### config.mk
export PLATFORM = sky130hd
export DESIGN_NAME = bcd_byte_alu
export DESIGN_NICKNAME = d
export VERILOG_FILES = /design/src/rtl/bcd_alu_pkg.sv /design/src/rtl/bcd_digit_stage.sv /design/src/rtl/bcd_operand_mux.sv /design/src/rtl/bcd_digit_chain.sv /design/src/rtl/bcd_byte_alu.sv
export SDC_FILE = /design/constraint.sdc
export NUM_CORES = 1
export LEC_CHECK = 0
export CORE_ASPECT_RATIO = 2
export CORE_UTILIZATION = 40
export CTS_CLUSTER_DIAMETER = 80
export DETAILED_ROUTE_END_ITERATION = 8
export GPL_ROUTABILITY_DRIVEN = 0
export MAX_ROUTING_LAYER = met4
export SYNTH_ARGS = -nofsm -noshare
export SYNTH_HDL_FRONTEND = slang
export SYNTH_SLANG_ARGS = --single-unit
### constraint.sdc
create_clock -name clk -period 1.2 [get_ports clk]
set_clock_uncertainty 0.2 [all_clocks]
set_input_delay 0.24 -clock clk [delete_from_list [all_inputs] [get_ports clk]]
set_output_delay 0.24 -clock clk [all_outputs]
set_load 0.1 [all_outputs]
### src/rtl/bcd_alu_pkg.sv
package bcd_alu_pkg;

    localparam int DIGIT_W = 4;

    typedef enum logic [1:0] {
        BOP_ADD     = 2'b00,
        BOP_SUB     = 2'b01,
        BOP_NEG     = 2'b10,
        BOP_ADD_ALT = 2'b11
    } bcd_op_e;

    typedef enum logic {
        ST_IDLE    = 1'b0,
        ST_PRESENT = 1'b1
    } ctl_state_e;

endpackage

### src/rtl/bcd_digit_stage.sv
module bcd_digit_stage
    import bcd_alu_pkg::*;
(
    input  logic [DIGIT_W-1:0] a,
    input  logic [DIGIT_W-1:0] b,
    input  logic               cin,
    input  logic               subtract,
    output logic [DIGIT_W-1:0] digit,
    output logic               cout
);

    logic [DIGIT_W:0] raw;

    always_comb begin
        if (!subtract) begin
            raw = {1'b0, a} + {1'b0, b} + {{DIGIT_W{1'b0}}, cin};
            if (raw > 5'd9) begin
                digit = raw[DIGIT_W-1:0] + 4'd6;
                cout  = 1'b1;
            end else begin
                digit = raw[DIGIT_W-1:0];
                cout  = 1'b0;
            end
        end else begin
            raw  = {1'b0, a} - {1'b0, b} - {{DIGIT_W{1'b0}}, cin};
            cout = raw[DIGIT_W];
            if (raw[DIGIT_W]) begin
                digit = raw[DIGIT_W-1:0] - 4'd6;
            end else begin
                digit = raw[DIGIT_W-1:0];
            end
        end
    end

endmodule

### src/rtl/bcd_operand_mux.sv
module bcd_operand_mux
    import bcd_alu_pkg::*;
#(
    parameter int NDIGITS = 2,
    localparam int W = NDIGITS * DIGIT_W
) (
    input  logic [1:0]   op,
    input  logic [W-1:0] src,
    input  logic [W-1:0] dst,
    output logic [W-1:0] left,
    output logic [W-1:0] right,
    output logic         subtract
);

    bcd_op_e op_e;
    assign op_e = bcd_op_e'(op);

    always_comb begin
        unique case (op_e)
            BOP_SUB: begin
                left     = dst;
                right    = src;
                subtract = 1'b1;
            end
            BOP_NEG: begin
                left     = '0;
                right    = dst;
                subtract = 1'b1;
            end
            BOP_ADD, BOP_ADD_ALT: begin
                left     = dst;
                right    = src;
                subtract = 1'b0;
            end
            default: begin
                left     = dst;
                right    = src;
                subtract = 1'b0;
            end
        endcase
    end

endmodule

### src/rtl/bcd_digit_chain.sv
module bcd_digit_chain
    import bcd_alu_pkg::*;
#(
    parameter int NDIGITS = 2,
    localparam int W = NDIGITS * DIGIT_W
) (
    input  logic [W-1:0] left,
    input  logic [W-1:0] right,
    input  logic         carry_in,
    input  logic         subtract,
    output logic [W-1:0] sum,
    output logic         carry_out
);

    logic [NDIGITS:0] link;
    assign link[0]   = carry_in;
    assign carry_out = link[NDIGITS];

    for (genvar g = 0; g < NDIGITS; g++) begin : g_digit
        bcd_digit_stage u_stage (
            .a        (left [g*DIGIT_W +: DIGIT_W]),
            .b        (right[g*DIGIT_W +: DIGIT_W]),
            .cin      (link[g]),
            .subtract (subtract),
            .digit    (sum[g*DIGIT_W +: DIGIT_W]),
            .cout     (link[g+1])
        );
    end

endmodule

### src/rtl/bcd_byte_alu.sv
module bcd_byte_alu
    import bcd_alu_pkg::*;
#(
    parameter int NDIGITS = 2,
    localparam int W = NDIGITS * DIGIT_W
) (
    input  logic         clk,
    input  logic         rst_n,
    input  logic         start,
    input  logic [1:0]   op,
    input  logic [W-1:0] src,
    input  logic [W-1:0] dst,
    input  logic         x_in,
    input  logic         z_in,
    output logic         valid,
    output logic [W-1:0] result,
    output logic         x_out,
    output logic         c_out,
    output logic         z_out,
    output logic         n_out,
    output logic         v_out
);

    ctl_state_e state_q, state_d;

    logic [W-1:0] left, right, sum;
    logic         subtract, carry;

    logic [W-1:0] res_q;
    logic         x_q, c_q, z_q;

    bcd_operand_mux #(.NDIGITS(NDIGITS)) u_mux (
        .op       (op),
        .src      (src),
        .dst      (dst),
        .left     (left),
        .right    (right),
        .subtract (subtract)
    );

    bcd_digit_chain #(.NDIGITS(NDIGITS)) u_chain (
        .left      (left),
        .right     (right),
        .carry_in  (x_in),
        .subtract  (subtract),
        .sum       (sum),
        .carry_out (carry)
    );

    // Control: LAUNCH (IDLE->PRESENT), CHAIN (PRESENT->PRESENT), SETTLE (PRESENT->IDLE)
    always_comb begin
        state_d = state_q;
        unique case (state_q)
            ST_IDLE:    state_d = start ? ST_PRESENT : ST_IDLE;
            ST_PRESENT: state_d = start ? ST_PRESENT : ST_IDLE;
            default:    state_d = ST_IDLE;
        endcase
    end

    always_ff @(posedge clk or negedge rst_n) begin
        if (!rst_n) begin
            state_q <= ST_IDLE;
        end else begin
            state_q <= state_d;
        end
    end

    always_ff @(posedge clk or negedge rst_n) begin
        if (!rst_n) begin
            res_q <= '0;
            x_q   <= 1'b0;
            c_q   <= 1'b0;
            z_q   <= 1'b0;
        end else if (start) begin
            res_q <= sum;
            x_q   <= carry;
            c_q   <= carry;
            z_q   <= (sum != '0) ? 1'b0 : z_in;
        end
    end

    assign valid  = (state_q == ST_PRESENT);
    assign result = res_q;
    assign x_out  = x_q;
    assign c_out  = c_q;
    assign z_out  = z_q;
    assign n_out  = res_q[W-1];
    assign v_out  = 1'b0;

    a_r7_valid_after_start: assert property (@(posedge clk) disable iff (!rst_n)
        start |=> valid);

    a_r7_valid_needs_start: assert property (@(posedge clk) disable iff (!rst_n)
        valid |-> $past(start));

    a_r8_hold_outputs: assert property (@(posedge clk) disable iff (!rst_n)
        !start |=> ($stable(result) && $stable(z_out) && $stable(c_out) && $stable(x_out)));

    a_r6_nonzero_clears_z: assert property (@(posedge clk) disable iff (!rst_n)
        (valid && result != '0) |-> !z_out);

    a_r6_clear_stays_clear: assert property (@(posedge clk) disable iff (!rst_n)
        (start && !z_in) |=> !z_out);

    a_r5_neg_zero_no_borrow: assert property (@(posedge clk) disable iff (!rst_n)
        (start && op == BOP_NEG && dst == '0 && !x_in) |=> (!c_out && result == '0));

    a_r5_neg_nonzero_borrows: assert property (@(posedge clk) disable iff (!rst_n)
        (start && op == BOP_NEG && (dst != '0 || x_in)) |=> (c_out && x_out));

endmodule

==> metrics.md <==
| Metric | Value |
|---|---|
| Worst EP required | 1150 ps |
| Reg2Reg Depth | 2 |
| Layout area overhead | 75.7% |
| Critical Path Fanout Max | 3 |
| Chip width | 52.4 um |
| Maxcap violations | 0 |
| Synth cell count leaders | 28 x inv_1, 21 x ha_1, 13 x nand2_1, 13 x nor2_1, 12 x nand2b_1 |
| Wire length per cell | 14.3 um |
| Failing checks | setup timing |
| Final ANT Viol Nets | 0 |
| Largest net degree at the start of global routing | 19 |
| H-tree Lvls | 1 |
| Pre-Repair DR Iteration Count | 4 |
| Worst Setup Start Kind | primary input |
| I/O pins | 37 |
| Cell count after placement | 392 |
| GRT Total Usage | 0.246 |
| Logic pwr share | 0.827 |
| Leading area contributor after synthesis | dfrtp_1 |
| Fmax | 208 MHz |
| Cell row count | 36 |
| Port-buffer cells | 35 |
| Mapped Nets | 286 |
| Drt initial violations | 23 |
| Die extent in y | 103 um |
| Final Max Slew Viols | 0 |
| Final Util | 0.733 |
| Post-synth ARST share | 1.00 |
| P per Cell Area | 1710 nW/um^2 |
| CTS Buffer Depth | 2 |
| Post-Syn Area per Cell | 8.64 um^2 |
| Most common cell in the netlist | inv_1 |
| Lkg Pwr | 1.64 nW |
| Initial Utilization | 0.417 |
| WL met3 | 64 um |
| Core ar. | 4860 um^2 |
| Slack of the critical path | -3610 ps |
| Post-synth cell types | 66 |
| RSZ-0062 raised after global routing | yes |
| Register share of total power | 0.113 |
| Slew Limit Headroom | 0.502 |
| Pint | 0.00316 W |
| Yosys top cell area share | 0.136 |
| Final Cell Area | 3570 um^2 |
| Post-detail-place hpwl | 4910 um |
| First-pass GRT wire length | 9620 um |
| Diodes inserted | 0 |
| Crit end category | register |
| DR vias/cell | 5.23 |
| Clk network pwr share | 0.060 |
| Run status | finished, violations left |
| Final setup TNS | -27,720 ps |
| Yosys reg bits | 11 |
| Switching share of power | 0.482 |
| Final setup viols | 23 |
| YS warnings | 0 |
| Via Count | 2,145 |
| Worst slew pin tran | 738 ps |
| DR DRC count | 0 |
| Crit path kind | primary input to register |
| Clock period minus worst slack | 4810 ps |
| Switching power | 0.00295 W |
| Clock slew at reported path FFs | 50 ps |
| Synth area leaders | dfrtp_1 14%, ha_1 13%, fa_1 6.9%, inv_1 5.2%, mux2_2 5.0% |
| CTS tree | done |
| Register area share after synthesis | 0.136 |
| Max Used Layer | met4 |
| Die area | 5380 um^2 |
| Final std cells w/o fill | 410 |
| CTS sink count | 11 |
| Critical Path AT | 4750 ps |
| Total Power | 0.00611 W |
| Final nets | 405 |
| Period utilisation layout | 4.01 |
| Main flop type after synthesis | dfrtp_1 |
| Total wire length | 5880 um |
| Root buffer cell | clkbuf_8 |
| Syn Std Cell Area | 2030 um^2 |
| Clock latency on the worst-skew pair | 230 ps |
| Number of global-route vias before repair | 2,275 |
| VDD IR-drop max | 0.00207 V |
| Wl on met1 | 1880 um |
| Overflow after GRT | 0 |
| Worst hold path type | primary input to asynchronous set/reset pin |
| Wire length on met2 | 3750 um |
| Hold Vio Cnt, Final | 0 |
| Layout cells sized above 1 | 0.530 |
| CTS buffer count | 3 |
| Initial antenna violation count | 0 |
| Area after DPL | 3260 um^2 |
| EDFF count, synth | 0 |
| Syn Inst Count | 235 |
==> layout by cell type, fill, tap and decap left out, types with 3 or more instances in the layout <==
master,instances
mux2_2,8
inv_1,22
fa_2,7
buf_12,13
nor3_1,4
a21o_1,5
buf_6,6
mux2i_1,3
clkbuf_8,3
dfrtp_2,8
a21oi_1,7
xnor2_1,6
o21ai_0,3
clkdlybuf4s50_1,18
ha_1,15
ha_4,5
xnor2_2,4
nor2_1,12
nand2_1,12
inv_2,5
buf_4,83
nor2b_1,4
nand2b_1,10
o21ai_2,3
==> metal layers <==
layer,up-vias,GRT usage
li1,1062,-
met1,1048,0.205
met2,22,0.512
met3,13,0.0280
met4,0,0.0850
met5,-,-
==> worst paths after layout <==
check                      startpoint        end  slack, ps
max                             op[0]      z_out      -3610
min                             rst_n      valid        100
max reg2reg                 result[2]  result[2]         80
min reg2reg                 result[6]  result[6]        330
max in group asynchronous       rst_n      c_out        530
min in group clk            result[6]  result[6]        330
==> worst max-delay path, cell delays in order <==
cell and delay, ps:
buf_8 90, inv_12 30, ha_4 140, nand2b_4 140
xnor2_2 120, ha_2 190, nand2b_4 140, fa_2 570
inv_2 50, ha_4 160, a221o_1 340, mux2i_4 160
nor3_2 60, a21o_1 180, inv_2 70, fa_2 210
fa_2 440, inv_2 90, ha_4 190, nor4b_4 120
a211o_1 220, or3_4 340, nand4b_1 140, o211ai_1 130
o31ai_2 180
==> cell families (layout without fill, tap and decap cells) <==
kind of cell | Yosys count | in the layout | synth area share
buffers and inverters | 40 | 158 | 0.0856
muxes | 15 | 15 | 0.0856
AOI/OAI and AO/OA | 58 | 58 | 0.228
DFF | 11 | 11 | 0.136
adders and majority gates | 28 | 28 | 0.198
other | 1 | 1 | 0.00185
and+or+nand+nor | 70 | 70 | 0.200
xor gates and xnor gates | 12 | 12 | 0.0647
==> power groups by stage <==
stage	logic, W	clock network, W	registers (W)
after global placement	0.00454	0	0.000692
after CTS	0.00488	0.000379	0.000694
after floorplan	0.00206	0	0.00153
after detailed placement	0.00459	0	0.000699
final	0.00505	0.000366	0.000692
after global routing	0.00537	0.000407	0.000710
==> state kept, by name, summed over array words and instances, names as in the netlist <==
name and flops:
result 8, c_out 1, valid 1, z_out 1
==> through the flow <==
stage / hold slack [ps] / setup WS [ps]
after CTS: 104 / -3640
after floorplan: -256 / -3910
final: 101 / -3610
after global placement: 311 / -4570
after detailed placement: 316 / -4620
after global routing: 117 / -3740
==> layout make-up <==
type / instances / area [um^2]
Clock buffer: 4 / 45.0
Fill cell: 381 / 1300
Inverter: 30 / 125
Multi-Input combinational cell: 184 / 1860
Sequential cell: 11 / 293
Tap cell: 57 / 71.3
Timing Repair Buffer: 124 / 1170
==> what timing repair did <==
| action | in CTS | in global routing |
|---|---|---|
| endpoints found under the hold margin | 0 | 0 |
| pin swaps | 17 | 7 |
| setup buffers | 8 | 8 |
| hold buffers | 0 | 0 |
| endpoints found under the setup margin | 23 | 23 |
| resized for setup | 38 | 10 |
No activity file was read; power rests on OpenSTA's default activity.
